--- src/rtl/nbb_pkg.sv ---
package nbb_pkg;
  localparam int REG_W = 32;

  localparam int CTRL_MODE   = 0;
  localparam int CTRL_CSPOL  = 4;
  localparam int CTRL_SEPOL  = 5;
  localparam int CTRL_WPPOL  = 6;
  localparam int CTRL_RDCS1  = 8;
  localparam int CTRL_WRCS1  = 10;
  localparam int CTRL_CHIPEN = 20;
  localparam logic [REG_W-1:0] CTRL_WMASK = 32'h0010_05F3;

  localparam logic [1:0] SEL_CTRL = 2'd0;
  localparam logic [1:0] SEL_STAT = 2'd1;
  localparam logic [1:0] SEL_TIM  = 2'd2;
  localparam logic [1:0] SEL_WIN  = 2'd3;

  localparam int STAT_RB  = 0;
  localparam int STAT_CMP = 3;

  typedef enum logic [2:0] {
    PH_IDLE, PH_SETUP, PH_STROBE, PH_HOLD, PH_RECOV, PH_RESP
  } phase_e;

  typedef struct packed {
    logic ale;
    logic cle;
    logic cs;
    logic se;
    logic wp;
  } lines_t;
endpackage

--- src/rtl/nbb_regs.sv ---
module nbb_regs
  import nbb_pkg::*;
#(
  parameter int ADDR_W  = 16,
  parameter int FIELD_W = 4
) (
  input  logic             clk,
  input  logic             rst_n,
  input  logic             wr_en,
  input  logic [1:0]       sel,
  input  logic [REG_W-1:0] wdata,
  input  logic             nand_rb,
  input  logic             cmp_clr,
  input  logic             cmp_set,
  output logic [REG_W-1:0] ctrl,
  output logic [REG_W-1:0] timing,
  output logic [REG_W-1:0] window,
  output logic [REG_W-1:0] rdata,
  output logic             cmp_flag
);
  localparam int TIM_BITS = 5 * FIELD_W;
  localparam logic [REG_W-1:0] TIM_MASK = REG_W'((64'd1 << TIM_BITS) - 64'd1);
  localparam logic [REG_W-1:0] TIM_RST =
    REG_W'({FIELD_W'(4), FIELD_W'(1), FIELD_W'(1), FIELD_W'(2), FIELD_W'(2)});
  localparam logic [REG_W-1:0] WIN_MASK =
    (REG_W'((64'd1 << (ADDR_W - 1)) - 64'd1) & ~REG_W'(8'hFF)) | REG_W'(8'hF1);

  always_ff @(posedge clk) begin
    if (!rst_n) begin
      ctrl     <= '0;
      timing   <= TIM_RST;
      window   <= '0;
      cmp_flag <= 1'b0;
    end else begin
      if (wr_en) begin
        case (sel)
          SEL_CTRL: ctrl   <= wdata & CTRL_WMASK;
          SEL_TIM:  timing <= wdata & TIM_MASK;
          SEL_WIN:  window <= wdata & WIN_MASK;
          default:  ;
        endcase
      end
      if (cmp_clr)      cmp_flag <= 1'b0;
      else if (cmp_set) cmp_flag <= 1'b1;
    end
  end

  always_comb begin
    rdata = '0;
    case (sel)
      SEL_CTRL: rdata = ctrl;
      SEL_STAT: begin
        rdata[STAT_RB]  = nand_rb;
        rdata[STAT_CMP] = cmp_flag;
      end
      SEL_TIM:  rdata = timing;
      default:  rdata = window;
    endcase
  end
endmodule

--- src/rtl/nbb_decode.sv ---
module nbb_decode
  import nbb_pkg::*;
#(
  parameter int ADDR_W = 16
) (
  input  logic [ADDR_W-1:0] addr,
  input  logic              mode_on,
  input  logic              chip_en,
  input  logic              win_en,
  input  logic [3:0]        win_mask,
  input  logic [ADDR_W-10:0] win_base,
  output logic              is_reg,
  output logic              nand_go,
  output logic [1:0]        reg_sel,
  output lines_t            lines
);
  localparam int BASE_W = ADDR_W - 9;

  logic [BASE_W-1:0] field;
  logic [BASE_W-1:0] care;
  logic              win_hit;
  logic [1:0]        unused_low;

  always_comb begin
    field     = addr[ADDR_W-2:8];
    care      = '1;
    care[3:0] = ~win_mask;
    is_reg    = addr[ADDR_W-1];
    win_hit   = !is_reg && win_en && (((field ^ win_base) & care) == '0);
    nand_go   = win_hit && mode_on && chip_en;
    reg_sel   = addr[3:2];
    lines.ale = addr[2];
    lines.cle = addr[3];
    lines.cs  = addr[4];
    lines.se  = addr[5];
    lines.wp  = addr[6];
  end

  assign unused_low = {addr[7], ^addr[1:0]};
endmodule

--- src/rtl/nbb_seq.sv ---
module nbb_seq
  import nbb_pkg::*;
#(
  parameter int FIELD_W = 4,
  parameter int CNT_W   = 10
) (
  input  logic               clk,
  input  logic               rst_n,
  input  logic               start_nand,
  input  logic               start_direct,
  input  logic               is_write,
  input  logic               rsp_ready,
  input  logic [FIELD_W-1:0] wr_wait,
  input  logic [FIELD_W-1:0] rd_wait,
  input  logic [FIELD_W-1:0] hold,
  input  logic [FIELD_W-1:0] recov,
  input  logic [FIELD_W-1:0] mult,
  output phase_e             phase,
  output logic               strobe_last,
  output logic               done
);
  logic [CNT_W-1:0] cnt;
  logic [CNT_W-1:0] strobe_len;
  logic [CNT_W-1:0] hold_len;
  logic [CNT_W-1:0] recov_len;

  always_comb begin
    strobe_len = CNT_W'(is_write ? wr_wait : rd_wait) * CNT_W'(mult);
    if (strobe_len == '0) strobe_len = CNT_W'(1);
    hold_len  = (hold  == '0) ? CNT_W'(1) : CNT_W'(hold);
    recov_len = (recov == '0) ? CNT_W'(1) : CNT_W'(recov);
  end

  assign strobe_last = (phase == PH_STROBE) && (cnt == '0);
  assign done        = (phase == PH_RECOV) && (cnt == '0);

  always_ff @(posedge clk) begin
    if (!rst_n) begin
      phase <= PH_IDLE;
      cnt   <= '0;
    end else begin
      case (phase)
        PH_IDLE: begin
          if (start_nand)        phase <= PH_SETUP;
          else if (start_direct) phase <= PH_RESP;
        end
        PH_SETUP: begin
          phase <= PH_STROBE;
          cnt   <= strobe_len - CNT_W'(1);
        end
        PH_STROBE: begin
          if (cnt == '0) begin
            phase <= PH_HOLD;
            cnt   <= hold_len - CNT_W'(1);
          end else cnt <= cnt - CNT_W'(1);
        end
        PH_HOLD: begin
          if (cnt == '0) begin
            phase <= PH_RECOV;
            cnt   <= recov_len - CNT_W'(1);
          end else cnt <= cnt - CNT_W'(1);
        end
        PH_RECOV: begin
          if (cnt == '0) phase <= PH_RESP;
          else           cnt   <= cnt - CNT_W'(1);
        end
        PH_RESP: if (rsp_ready) phase <= PH_IDLE;
        default: phase <= PH_IDLE;
      endcase
    end
  end
endmodule

--- src/rtl/nbb_pins.sv ---
module nbb_pins
  import nbb_pkg::*;
#(
  parameter int CS_LINES = 2
) (
  input  phase_e              phase,
  input  logic                is_write,
  input  lines_t              lines,
  input  logic                cs_pol,
  input  logic                se_pol,
  input  logic                wp_pol,
  input  logic                rd_cs1,
  input  logic                wr_cs1,
  output logic                nand_we_n,
  output logic                nand_re_n,
  output logic                nand_ale,
  output logic                nand_cle,
  output logic                nand_se,
  output logic                nand_wp,
  output logic                nand_dq_oe,
  output logic [CS_LINES-1:0] nand_cs
);
  logic active;
  logic strobe;
  logic cs_idx;

  always_comb begin
    active     = (phase == PH_SETUP) || (phase == PH_STROBE) ||
                 (phase == PH_HOLD)  || (phase == PH_RECOV);
    strobe     = (phase == PH_STROBE);
    cs_idx     = is_write ? wr_cs1 : rd_cs1;
    nand_we_n  = !(strobe && is_write);
    nand_re_n  = !(strobe && !is_write);
    nand_ale   = active && lines.ale;
    nand_cle   = active && lines.cle;
    nand_se    = (active && lines.se) ? se_pol : !se_pol;
    nand_wp    = (active && lines.wp) ? wp_pol : !wp_pol;
    nand_dq_oe = active && is_write;
  end

  for (genvar g = 0; g < CS_LINES; g++) begin : g_cs
    assign nand_cs[g] = (active && lines.cs && (int'(cs_idx) == g)) ? cs_pol : !cs_pol;
  end
endmodule

--- src/rtl/nand_bus_bridge.sv ---
module nand_bus_bridge
  import nbb_pkg::*;
#(
  parameter int ADDR_W   = 16,
  parameter int FIELD_W  = 4,
  parameter int CNT_W    = 10,
  parameter int CS_LINES = 2
) (
  input  logic                clk,
  input  logic                rst_n,
  input  logic                req_valid,
  output logic                req_ready,
  input  logic                req_write,
  input  logic [ADDR_W-1:0]   req_addr,
  input  logic [REG_W-1:0]    req_wdata,
  output logic                rsp_valid,
  input  logic                rsp_ready,
  output logic [REG_W-1:0]    rsp_rdata,
  input  logic                nand_rb,
  input  logic [7:0]          nand_dq_i,
  output logic [7:0]          nand_dq_o,
  output logic                nand_dq_oe,
  output logic                nand_we_n,
  output logic                nand_re_n,
  output logic                nand_ale,
  output logic                nand_cle,
  output logic [CS_LINES-1:0] nand_cs,
  output logic                nand_se,
  output logic                nand_wp
);
  localparam int BASE_W = ADDR_W - 9;

  logic [REG_W-1:0] ctrl_q, tim_q, win_q, reg_rd;
  logic             cmp_flag;
  logic             is_reg, nand_go;
  logic [1:0]       reg_sel;
  lines_t           lines_d, lines_q;
  phase_e           phase;
  logic             strobe_last, seq_done;
  logic             accept, start_nand, start_direct;
  logic             wr_q;
  logic [7:0]       wdata_q;
  logic [REG_W-1:0] rdat_q;
  logic             unused_regs;

  assign req_ready    = (phase == PH_IDLE);
  assign rsp_valid    = (phase == PH_RESP);
  assign accept       = req_valid && req_ready;
  assign start_nand   = accept && nand_go;
  assign start_direct = accept && !nand_go;
  assign rsp_rdata    = rdat_q;
  assign nand_dq_o    = wdata_q;

  nbb_regs #(.ADDR_W(ADDR_W), .FIELD_W(FIELD_W)) u_regs (
    .clk      (clk),
    .rst_n    (rst_n),
    .wr_en    (accept && is_reg && req_write),
    .sel      (reg_sel),
    .wdata    (req_wdata),
    .nand_rb  (nand_rb),
    .cmp_clr  (start_nand),
    .cmp_set  (seq_done),
    .ctrl     (ctrl_q),
    .timing   (tim_q),
    .window   (win_q),
    .rdata    (reg_rd),
    .cmp_flag (cmp_flag)
  );

  nbb_decode #(.ADDR_W(ADDR_W)) u_decode (
    .addr     (req_addr),
    .mode_on  (ctrl_q[CTRL_MODE]),
    .chip_en  (ctrl_q[CTRL_CHIPEN]),
    .win_en   (win_q[0]),
    .win_mask (win_q[7:4]),
    .win_base (win_q[8 +: BASE_W]),
    .is_reg   (is_reg),
    .nand_go  (nand_go),
    .reg_sel  (reg_sel),
    .lines    (lines_d)
  );

  nbb_seq #(.FIELD_W(FIELD_W), .CNT_W(CNT_W)) u_seq (
    .clk          (clk),
    .rst_n        (rst_n),
    .start_nand   (start_nand),
    .start_direct (start_direct),
    .is_write     (wr_q),
    .rsp_ready    (rsp_ready),
    .wr_wait      (tim_q[0*FIELD_W +: FIELD_W]),
    .rd_wait      (tim_q[1*FIELD_W +: FIELD_W]),
    .hold         (tim_q[2*FIELD_W +: FIELD_W]),
    .recov        (tim_q[3*FIELD_W +: FIELD_W]),
    .mult         (tim_q[4*FIELD_W +: FIELD_W]),
    .phase        (phase),
    .strobe_last  (strobe_last),
    .done         (seq_done)
  );

  nbb_pins #(.CS_LINES(CS_LINES)) u_pins (
    .phase      (phase),
    .is_write   (wr_q),
    .lines      (lines_q),
    .cs_pol     (ctrl_q[CTRL_CSPOL]),
    .se_pol     (ctrl_q[CTRL_SEPOL]),
    .wp_pol     (ctrl_q[CTRL_WPPOL]),
    .rd_cs1     (ctrl_q[CTRL_RDCS1]),
    .wr_cs1     (ctrl_q[CTRL_WRCS1]),
    .nand_we_n  (nand_we_n),
    .nand_re_n  (nand_re_n),
    .nand_ale   (nand_ale),
    .nand_cle   (nand_cle),
    .nand_se    (nand_se),
    .nand_wp    (nand_wp),
    .nand_dq_oe (nand_dq_oe),
    .nand_cs    (nand_cs)
  );

  always_ff @(posedge clk) begin
    if (!rst_n) begin
      wr_q    <= 1'b0;
      wdata_q <= '0;
      lines_q <= '0;
      rdat_q  <= '0;
    end else begin
      if (accept) begin
        wr_q    <= req_write;
        wdata_q <= req_wdata[7:0];
        lines_q <= lines_d;
        rdat_q  <= (is_reg && !req_write) ? reg_rd : '0;
      end else if (strobe_last && !wr_q) begin
        rdat_q <= {{(REG_W-8){1'b0}}, nand_dq_i};
      end
    end
  end

  assign unused_regs = ^{ctrl_q, tim_q, win_q};
endmodule

--- config.mk ---
export PLATFORM = sky130hd
export DESIGN_NAME = nand_bus_bridge
export DESIGN_NICKNAME = d
export VERILOG_FILES = /design/src/rtl/nbb_pkg.sv /design/src/rtl/nbb_regs.sv /design/src/rtl/nbb_decode.sv /design/src/rtl/nbb_seq.sv /design/src/rtl/nbb_pins.sv /design/src/rtl/nand_bus_bridge.sv
export SDC_FILE = /design/constraint.sdc
export NUM_CORES = 1
export LEC_CHECK = 0
export ABC_AREA = 1
export CELL_PAD_IN_SITES_DETAIL_PLACEMENT = 2
export CELL_PAD_IN_SITES_GLOBAL_PLACEMENT = 2
export CORE_MARGIN = 3
export CORE_UTILIZATION = 30
export CTS_BUF_LIST = sky130_fd_sc_hd__clkbuf_2 sky130_fd_sc_hd__clkbuf_4 sky130_fd_sc_hd__clkbuf_8
export DETAILED_ROUTE_END_ITERATION = 12
export GPL_ROUTABILITY_DRIVEN = 0
export HOLD_SLACK_MARGIN = 0.06
export PLACE_DENSITY = 0.83
export SLEW_MARGIN = 5
export SYNTH_ARGS = -nofsm -noshare
export SYNTH_HDL_FRONTEND = slang
export SYNTH_SLANG_ARGS = --single-unit
--- constraint.sdc ---
create_clock -name clk -period 11 [get_ports clk]
set_input_delay 1.65 -clock clk [delete_from_list [all_inputs] [get_ports clk]]
set_output_delay 1.65 -clock clk [all_outputs]
set_load 0.05 [all_outputs]
==> results.cfg, run 1 <==
[pwr]
pwr-share-comb_pct = 49.4
netSwitchingFraction_pct = 48.6
seqPwrFrac_pct = 32.0
p_int_mw = 0.694
p_per_area_nw_per_um2 = 211
power_leakage_nw = 2.69
clockPowerShare_pct = 18.6
switchingPower_mw = 0.657
peakVddDrop_uv = 109

[global_route]
globalRoute.totalOverflow = 0
grt_pass1_wl_um = 32500
grt.total_usage_pct = 21.8
antenna_found_initial = 0
grt_max_degree = 73
grt_pass1_vias = 6064

[job]
maxCapViolCount = 0

[setup_path]
crit_path_end_kind = flop
cp-start-kind = flop
cp.required_ns = 11.29
cpMostUsedCell = nand2_1
critical_path_buf_inv_count = 5
critPathMaxFanout = 13
path_delay_family = simple AND/OR/NAND/NOR gates
path_class = reg -> reg
rrSetupSlack_ns = 5.98
cpMaxStageDelayCell = dfxtp_1
cp_slowest_stage_delay_ns = 0.63
arrival_ns = 5.31

[final_layout]
layout_commonest_cell = nand2_1
area_growth_syn_to_layout_pct = 22.5
final_cell_mix = nand2_1, inv_1, o21ai_0, nor2_1, dfxtp_1
diodes = 0
nets = 927
fin_util_pct = 38.0
drive_above_1_share_pct = 5.57
fin_area_um2 = 6390
instances_no_fill = 1064

[synthesis]
synth_cell_types = 37
seq_area_frac_synth_pct = 34.5
avgSynthCellArea_um2 = 6.79
synth-seq-cells = 90
netlist_instances = 768
ys_warn_count = 0
synthesis.area_um2 = 5220

[placement]
placed_cell_area_um2 = 6190
port_buffers = 87
dpl.hpwl_um = 15000
placed_cells = 1048
pre_cts_ws_ns = 6.04

[floorplanning]
fp.dieH_um = 138
start_util_pct = 31.0
die_w_um = 138
pin_count = 113
dieArea_um2 = 19000
core_region_area_um2 = 16800
fp-row-count = 47

[timing]
max_freq_mhz = 199
fin_tns_setup_ns = 0
relSlewSlack_pct = 43.1
hold_viol_final = 0
setup_viol = 0
fin_crit_sh_pct = 45.6
final_max_slew_viol_count = 0
finalCriticalPeriod_ns = 5.02
tightest_slew_ns = 0.849
skew_ns = 0.0114
rsz0062_at_grt = no
worst_slack_ns = 5.98

[routing]
post_drt_via_cell_ratio = 5.10
drt-pass1-iter-count = 4
avgRoutedWirePerCell_um = 18.7
ant_nets = 0
drc = 0
routed_wl_um = 19900
vias = 5428
drt-initial-drc-count = 248

[clocking]
cts-root-buf = clkbuf_8
clk_pin_slew_ns = 0.10
clock_path_buffers = 2
insertion_delay_ns = 0.38
ctsResizeCount = 0
cts_buffers = 9
htreeDepth = 3
post-cts-setup-buffers = 0
clock_sinks = 90
cts_tree = yes
holdBufCountCts = 0

[worst_hold_path]
hold_path_class = reg -> reg

[outcome]
status = finished clean
## metrics by stage
stage | hold WS, ns | total power, mW
2_1_floorplan | 0.425 | 0.895
3_3_place_gp | 0.437 | 1.07
3_5_place_dp | 0.453 | 1.11
4_1_cts | 0.471 | 1.36
5_1_grt | 0.484 | 1.45
6_report | 0.471 | 1.35
## synthesized netlist by cell type, drive strengths merged
master	count	area, um2
buf	23	160
o21a	1	7.51
nand3	28	140
xnor2	2	17.5
nand4	8	50.1
clkinv	2	7.51
inv	105	394
nor2	102	433
o211ai	10	75.1
o31ai	2	15.0
or2	4	25.0
clkbuf	15	56.3
o22ai	6	37.5
nand2	146	558
fa	4	80.1
a41oi	1	8.76
nor4	1	6.26
conb	1	3.75
a221oi	5	43.8
dfxtp	90	1800
nor3b	3	22.5
xor2	13	114
a21oi	66	330
nor3	6	30.0
a31oi	2	12.5
ha	22	275
a211oi	1	7.51
o21ai	97	489
a22oi	2	15.0
## power by group through the flow
| stage | clock [mW] | sequential (mW) | combinational (mW) |
|---|---|---|---|
| 2_1_floorplan | 0 | 0.491 | 0.404 |
| 5_1_grt | 0.269 | 0.440 | 0.742 |
| 3_3_place_gp | 0 | 0.433 | 0.637 |
| 4_1_cts | 0.256 | 0.432 | 0.674 |
| 3_5_place_dp | 0 | 0.438 | 0.668 |
| 6_report | 0.251 | 0.432 | 0.667 |
## worst min-delay path, stage by stage (launching register included)
cell and delay, ns:
dfxtp_1 0.32, nand2_1 0.06, a21oi_1 0.05
## path summary, 6_finish.rpt
kind                                                  from                          to  depth (start not counted)
worst max register to register           wr_q$_SDFFE_PN0P_   u_seq.cnt[6]$_SDFFE_PN0P_                         25
worst max-delay path                     wr_q$_SDFFE_PN0P_   u_seq.cnt[6]$_SDFFE_PN0P_                         25
worst min-delay path            rsp_rdata[18]$_SDFFE_PN0P_  rsp_rdata[18]$_SDFFE_PN0P_                          2
worst min register to register  rsp_rdata[18]$_SDFFE_PN0P_  rsp_rdata[18]$_SDFFE_PN0P_                          2
## cell type report
type | count | area [um2]
Inverter | 107 | 402
Clock inverter | 6 | 72.6
Tap cell | 220 | 275
Clock buffer | 10 | 131
Sequential cell | 90 | 1800
Timing Repair Buffer | 88 | 873
Multi-Input combinational cell | 543 | 2840
Fill cell | 2051 | 10400
## flip-flops by register name, indices dropped and copies added, names as in the netlist
register,count
u_regs.cmp_flag,1
rsp_rdata,21
u_regs.timing,20
wr_q,1
u_seq.phase,3
nand_dq_o,8
u_regs.window,12
lines_q,5
u_seq.cnt,10
u_regs.ctrl,9
## per-layer routing
| metal | wire, um | up-vias | global-route usage [%] |
|---|---|---|---|
| met3 | 730 | 31 | 3.77 |
| met4 | 532 | 0 | 6.92 |
| li1 | - | 2613 | - |
| met2 | 9970 | 112 | 38.6 |
| met1 | 8640 | 2672 | 27.0 |
| met5 | 0 | - | 0 |
## cell families after synthesis
family,count (synthesis),share of synthesized area [%]
AOI/OAI and AO/OA,193,20.0
xor gates and xnor gates,15,2.52
adders and majority gates,26,6.81
buffers and inverters,145,11.8
DFF,90,34.5
other,1,0.0719
and+or+nand+nor,298,24.2
No activity file was read; power rests on OpenSTA's default activity.
==> inputs of run 2 (changes only) <==
Settings changed: CORE_UTILIZATION 30 to 28, PLACE_DENSITY 0.83 to 0.78.
Clock period 11 ns to 5.25 ns, I/O delays scaled along.
==> results.cfg, run 2 (synthesized netlist as in run 1, its figures left out) <==
[final_layout]
fin_util_pct = 35.3
largest_reg_flops = 21
multiInputGateArea_um2 = 2840
seqCellArea_um2 = 1800
area_growth_syn_to_layout_pct = 22.9
diodes = 0
fill_cells = 2201
instances_no_fill = 1075
drive_above_1_share_pct = 5.91
final_cell_mix = nand2_1, inv_1, o21ai_0, nor2_1, dfxtp_1
nets = 929
layout_commonest_cell = nand2_1

[routing]
routed_wl_um = 19700
drt-pass1-iter-count = 4
drt-initial-drc-count = 168
ant_nets = 0
vias = 5371
drc = 0
avgRoutedWirePerCell_um = 18.3
post_drt_via_cell_ratio = 5.00

[pwr]
peakVddDrop_uv = 196
p_per_area_nw_per_um2 = 438
power_leakage_nw = 2.70

[setup_path]
worst-r2r-cell-count = 25
arrival_ns = 5.07
cp-start-kind = flop
critPathMaxFanout = 13
path_class = reg -> reg
cp.required_ns = 5.56
crit_path_end_kind = flop

[global_route]
antenna_found_initial = 0
grt_max_degree = 73
globalRoute.totalOverflow = 0
grt_pass1_wl_um = 32100
grt_pass1_vias = 6085
grt.total_usage_pct = 19.9

[timing]
relSlewSlack_pct = 45.3
fin_tns_setup_ns = 0
skew_ns = 0.0215
fin_crit_sh_pct = 90.8
setup_viol = 0
hold_viol_final = 0
rsz0062_at_grt = no
finalCriticalPeriod_ns = 4.77
final_max_slew_viol_count = 0
tightest_slew_ns = 0.819
max_freq_mhz = 210

[clocking]
htreeDepth = 3
insertion_delay_ns = 0.39
clock_sinks = 90
clk_pin_slew_ns = 0.11
cts_buffers = 9
cts-root-buf = clkbuf_8
cts_tree = yes
holdBufCountCts = 0
post-cts-setup-buffers = 0
clock_path_buffers = 2

[worst_hold_path]
hold_path_class = reg -> reg
min_path_cells = 2

[floorplanning]
start_util_pct = 28.8
fp.dieH_um = 143
pin_count = 113
die_w_um = 143
dieArea_um2 = 20300
fp-row-count = 49
core_region_area_um2 = 18100

[placement]
dpl.hpwl_um = 14900
port_buffers = 87
placed_cells = 1059

[outcome]
status = finished clean

[job]
maxCapViolCount = 0
[run 2: cell count changes in the layout (fill, tap and decap cells not counted)]
cell / previous run / this run
dfxtp_1: 90 / 89
clkinv_2: 0 / 2
dfxtp_2: 0 / 1
o21ai_1: 3 / 4
clkinvlp_4: 1 / 0
clkinv_4: 1 / 2
o21ai_0: 93 / 92
inv_6: 3 / 1
buf_4: 1 / 3
[run 2: layer usage]
layer	GRT usage [%]	wire length (um)
met1	24.6	8880
met2	36.2	9930
met3	3.19	516
met4	4.50	327
met5	0	0
[run 2: worst paths after layout]
check	start	slack [ns]	endpoint
max reg2reg	wr_q$_SDFFE_PN0P_	0.48	u_seq.cnt[6]$_SDFFE_PN0P_
max	wr_q$_SDFFE_PN0P_	0.48	u_seq.cnt[6]$_SDFFE_PN0P_
min reg2reg	rsp_rdata[9]$_SDFFE_PN0P_	0.47	rsp_rdata[9]$_SDFFE_PN0P_
min	rsp_rdata[9]$_SDFFE_PN0P_	0.47	rsp_rdata[9]$_SDFFE_PN0P_
[run 2: worst max-delay path, cell delays in order (launching register included)]
cell and delay, ns:
dfxtp_2 0.41, o21ai_0 0.39, inv_1 0.11, nand2_1 0.10, fa_1 0.46, fa_1 0.54, fa_1 0.46, inv_1 0.14
nand2_1 0.06, nand2_1 0.08, nand3_1 0.07, nand2_1 0.12, nor2_1 0.10, nand3_1 0.20, nand2_1 0.08, inv_1 0.10
ha_1 0.15, inv_1 0.04, or2_2 0.30, nor3_1 0.28, nand2_1 0.12, xnor2_1 0.14, nand2_1 0.06, nand3_1 0.07
nand2_1 0.06, inv_1 0.03
[run 2: report_power, final]
part	total [mW]	switching [mW]	internal (mW)
registers	0.903	0.102	0.801
clock network	0.519	0.291	0.228
logic	1.39	0.964	0.426
total	2.81	1.36	1.45
[run 2: final cells by class]
| type | instances | share of cell area, % |
|---|---|---|
| Sequential cell | 90 | 28.1 |
| Multi-Input combinational cell | 543 | 44.2 |
| Clock inverter | 6 | 1.03 |
| Tap cell | 229 | 4.47 |
| Clock buffer | 10 | 2.05 |
| Timing Repair Buffer | 90 | 13.9 |
| Inverter | 107 | 6.26 |
[run 2: what timing repair did]
action	in CTS	in global routing
endpoints found under the hold margin	0	0
gates resized for setup	0	2
endpoints found under the setup margin	0	2
[run 2: per-stage QoR]
stage	instance area (um2)	hold WS, ns	total power [mW]	setup WS, ns
floorplan	5260	0.425	1.88	1.02
global placement	6210	0.436	2.26	0.625
detailed placement	6210	0.463	2.32	0.388
CTS	6410	0.479	2.84	0.348
global route	6410	0.498	3.04	0.0117
finish	6410	0.471	2.81	0.484
==> inputs of run 3 (changes only) <==
Clock period 5.25 ns to 4.4 ns, I/O delays scaled along.
==> results.cfg, run 3 (synthesized netlist as in run 1, its figures left out) <==
[routing]
avgRoutedWirePerCell_um = 18.6
drc = 0
routed_wl_um = 20300
drt-pass1-iter-count = 4
post_drt_via_cell_ratio = 5.01
drt-initial-drc-count = 165
vias = 5464
ant_nets = 0

[pwr]
report.power.total_mw = 3.35
peakVddDrop_uv = 273
power_leakage_nw = 2.77
p_per_area_nw_per_um2 = 508

[global_route]
grtUsageMet3_pct = 3.86
grt_util_met1_pct = 23.9
globalRoute.totalOverflow = 0
grt-busiest-layer = met2
grt.total_usage_pct = 19.9
grt_use_met2_pct = 36.3
grt_pass1_vias = 6176
grt_pass1_wl_um = 32200
antenna_found_initial = 0
grt_max_degree = 72

[clocking]
clk_pin_slew_ns = 0.10
htreeDepth = 3
clock_path_buffers = 2
cts_tree = yes
insertion_delay_ns = 0.38
cts-root-buf = clkbuf_8
cts_buffers = 9
clock_sinks = 90

[timing]
max_freq_mhz = 241
tightest_slew_ns = 0.796
final_max_slew_viol_count = 0
fin_tns_setup_ns = 0
relSlewSlack_pct = 46.9
setup_viol = 0
fin_crit_sh_pct = 94.5
rsz0062_at_grt = no
hold_viol_final = 0
fin_hold_ws_ns = 0.470
skew_ns = 0.00672
finalCriticalPeriod_ns = 4.16

[setup_path]
timing.rr.start = wr_q$_SDFFE_PN0P_
crit_path_end_kind = flop
worst-r2r-cell-count = 25
rrSetupSlack_ns = 0.24
cp.required_ns = 4.74
arrival_ns = 4.49
critPathMaxFanout = 6
path_class = reg -> reg
r2r_end = u_seq.cnt[6]$_SDFFE_PN0P_
cp-start-kind = flop

[final_layout]
layout_commonest_cell = nand2_1
largest_reg_flops = 21
final_cell_mix = nand2_1, inv_1, nor2_1, dfxtp_1, o21ai_0
nets = 945
diodes = 0
instances_no_fill = 1090
area_growth_syn_to_layout_pct = 26.5
fin_util_pct = 36.4
drive_above_1_share_pct = 9.76

[worst_hold_path]
holdPathEnd = lines_q[0]$_SDFFE_PN0P_
worstHoldStart = lines_q[0]$_SDFFE_PN0P_
hold_path_class = reg -> reg
min_path_cells = 2

[outcome]
status = finished clean

[floorplanning]
fp-row-count = 49
start_util_pct = 28.8
core_region_area_um2 = 18100
fp.dieH_um = 143
pin_count = 113
die_w_um = 143
dieArea_um2 = 20300

[placement]
placed_cells = 1072
dpl.hpwl_um = 15200
port_buffers = 87

[job]
maxCapViolCount = 0
-- run 3: cell count changes in the layout (fill, tap and decap cells not counted), moves of 4 or more --
cell and delta:
ha_1 -4, nand2_2 +5, o21ai_0 -4, nand2_1 -5, buf_4 +15, ha_4 +4
-- run 3: worst max-delay path by stage --
stage / start / to / slack (ns)
3_5_place_dp: wr_q$_SDFFE_PN0P_ / u_seq.cnt[6]$_SDFFE_PN0P_ / -0.28
3_3_place_gp: wr_q$_SDFFE_PN0P_ / u_seq.cnt[6]$_SDFFE_PN0P_ / 0.02
2_1_floorplan: wr_q$_SDFFE_PN0P_ / u_seq.cnt[6]$_SDFFE_PN0P_ / 0.17
4_1_cts: wr_q$_SDFFE_PN0P_ / u_seq.cnt[6]$_SDFFE_PN0P_ / 0.06
6_report: wr_q$_SDFFE_PN0P_ / u_seq.cnt[6]$_SDFFE_PN0P_ / 0.24
5_1_grt: u_regs.timing[2]$_SDFFE_PN0P_ / u_seq.cnt[6]$_SDFFE_PN0P_ / 0.001
-- run 3: critical path, stage by stage, from the launching register on --
cell and delay [ns]:
dfxtp_4 0.37, buf_2 0.16, o21ai_2 0.13, nand2_1 0.09, fa_1 0.48, fa_1 0.58, inv_1 0.09, ha_4 0.27
nand2_2 0.06, nor2_2 0.11, nand2_2 0.09, nand4_1 0.10, nand2_2 0.08, nand3_2 0.09, nand2_1 0.08, inv_2 0.08
ha_1 0.14, inv_1 0.04, or2_2 0.31, nor3_4 0.22, nand2_1 0.09, xnor2_1 0.17, nand2_1 0.08, nand3_1 0.08
nand2_1 0.05, inv_1 0.06
-- run 3: where the power goes --
| group | leakage, nW | total [mW] | switching (mW) | internal, mW |
|---|---|---|---|---|
| Clock | 0.0921 | 0.551 | 0.334 | 0.217 |
| Combinational | 1.95 | 1.73 | 1.19 | 0.539 |
| Sequential | 0.734 | 1.07 | 0.119 | 0.956 |
-- run 3: timing repair --
item                                    in CTS  in global routing
hold endpoints to repair                     0                  0
pin swaps                                    0                  9
hold buffers                                 0                  0
buffers inserted                             0                  3
gates resized for setup                      7                 23
endpoints found under the setup margin       3                  4
cloned                                       0                  0
-- run 3: cell type report --
| class | instances | area [um2] |
|---|---|---|
| clock buffers | 10 | 138 |
| clock inverters | 5 | 28.8 |
| fillers | 2182 | 11500 |
| flip-flops and latches | 90 | 1810 |
| inverters | 107 | 402 |
| multi-input cells | 543 | 2940 |
| well taps | 229 | 287 |
| repair buffers | 106 | 1010 |
-- run 3: routing by layer --
metal | vias to the layer above | routed length, um
li1 | 2640 | -
met1 | 2709 | 8710
met2 | 97 | 10500
met3 | 18 | 824
met4 | 0 | 265
met5 | - | 0
-- run 3: per-stage QoR --
step                setup WS, ns  instance area (um2)
floorplan                  0.168                 5260
global placement          0.0198                 6310
detailed placement        -0.284                 6310
CTS                       0.0571                 6490
global route             0.00134                 6600
finish                     0.242                 6600
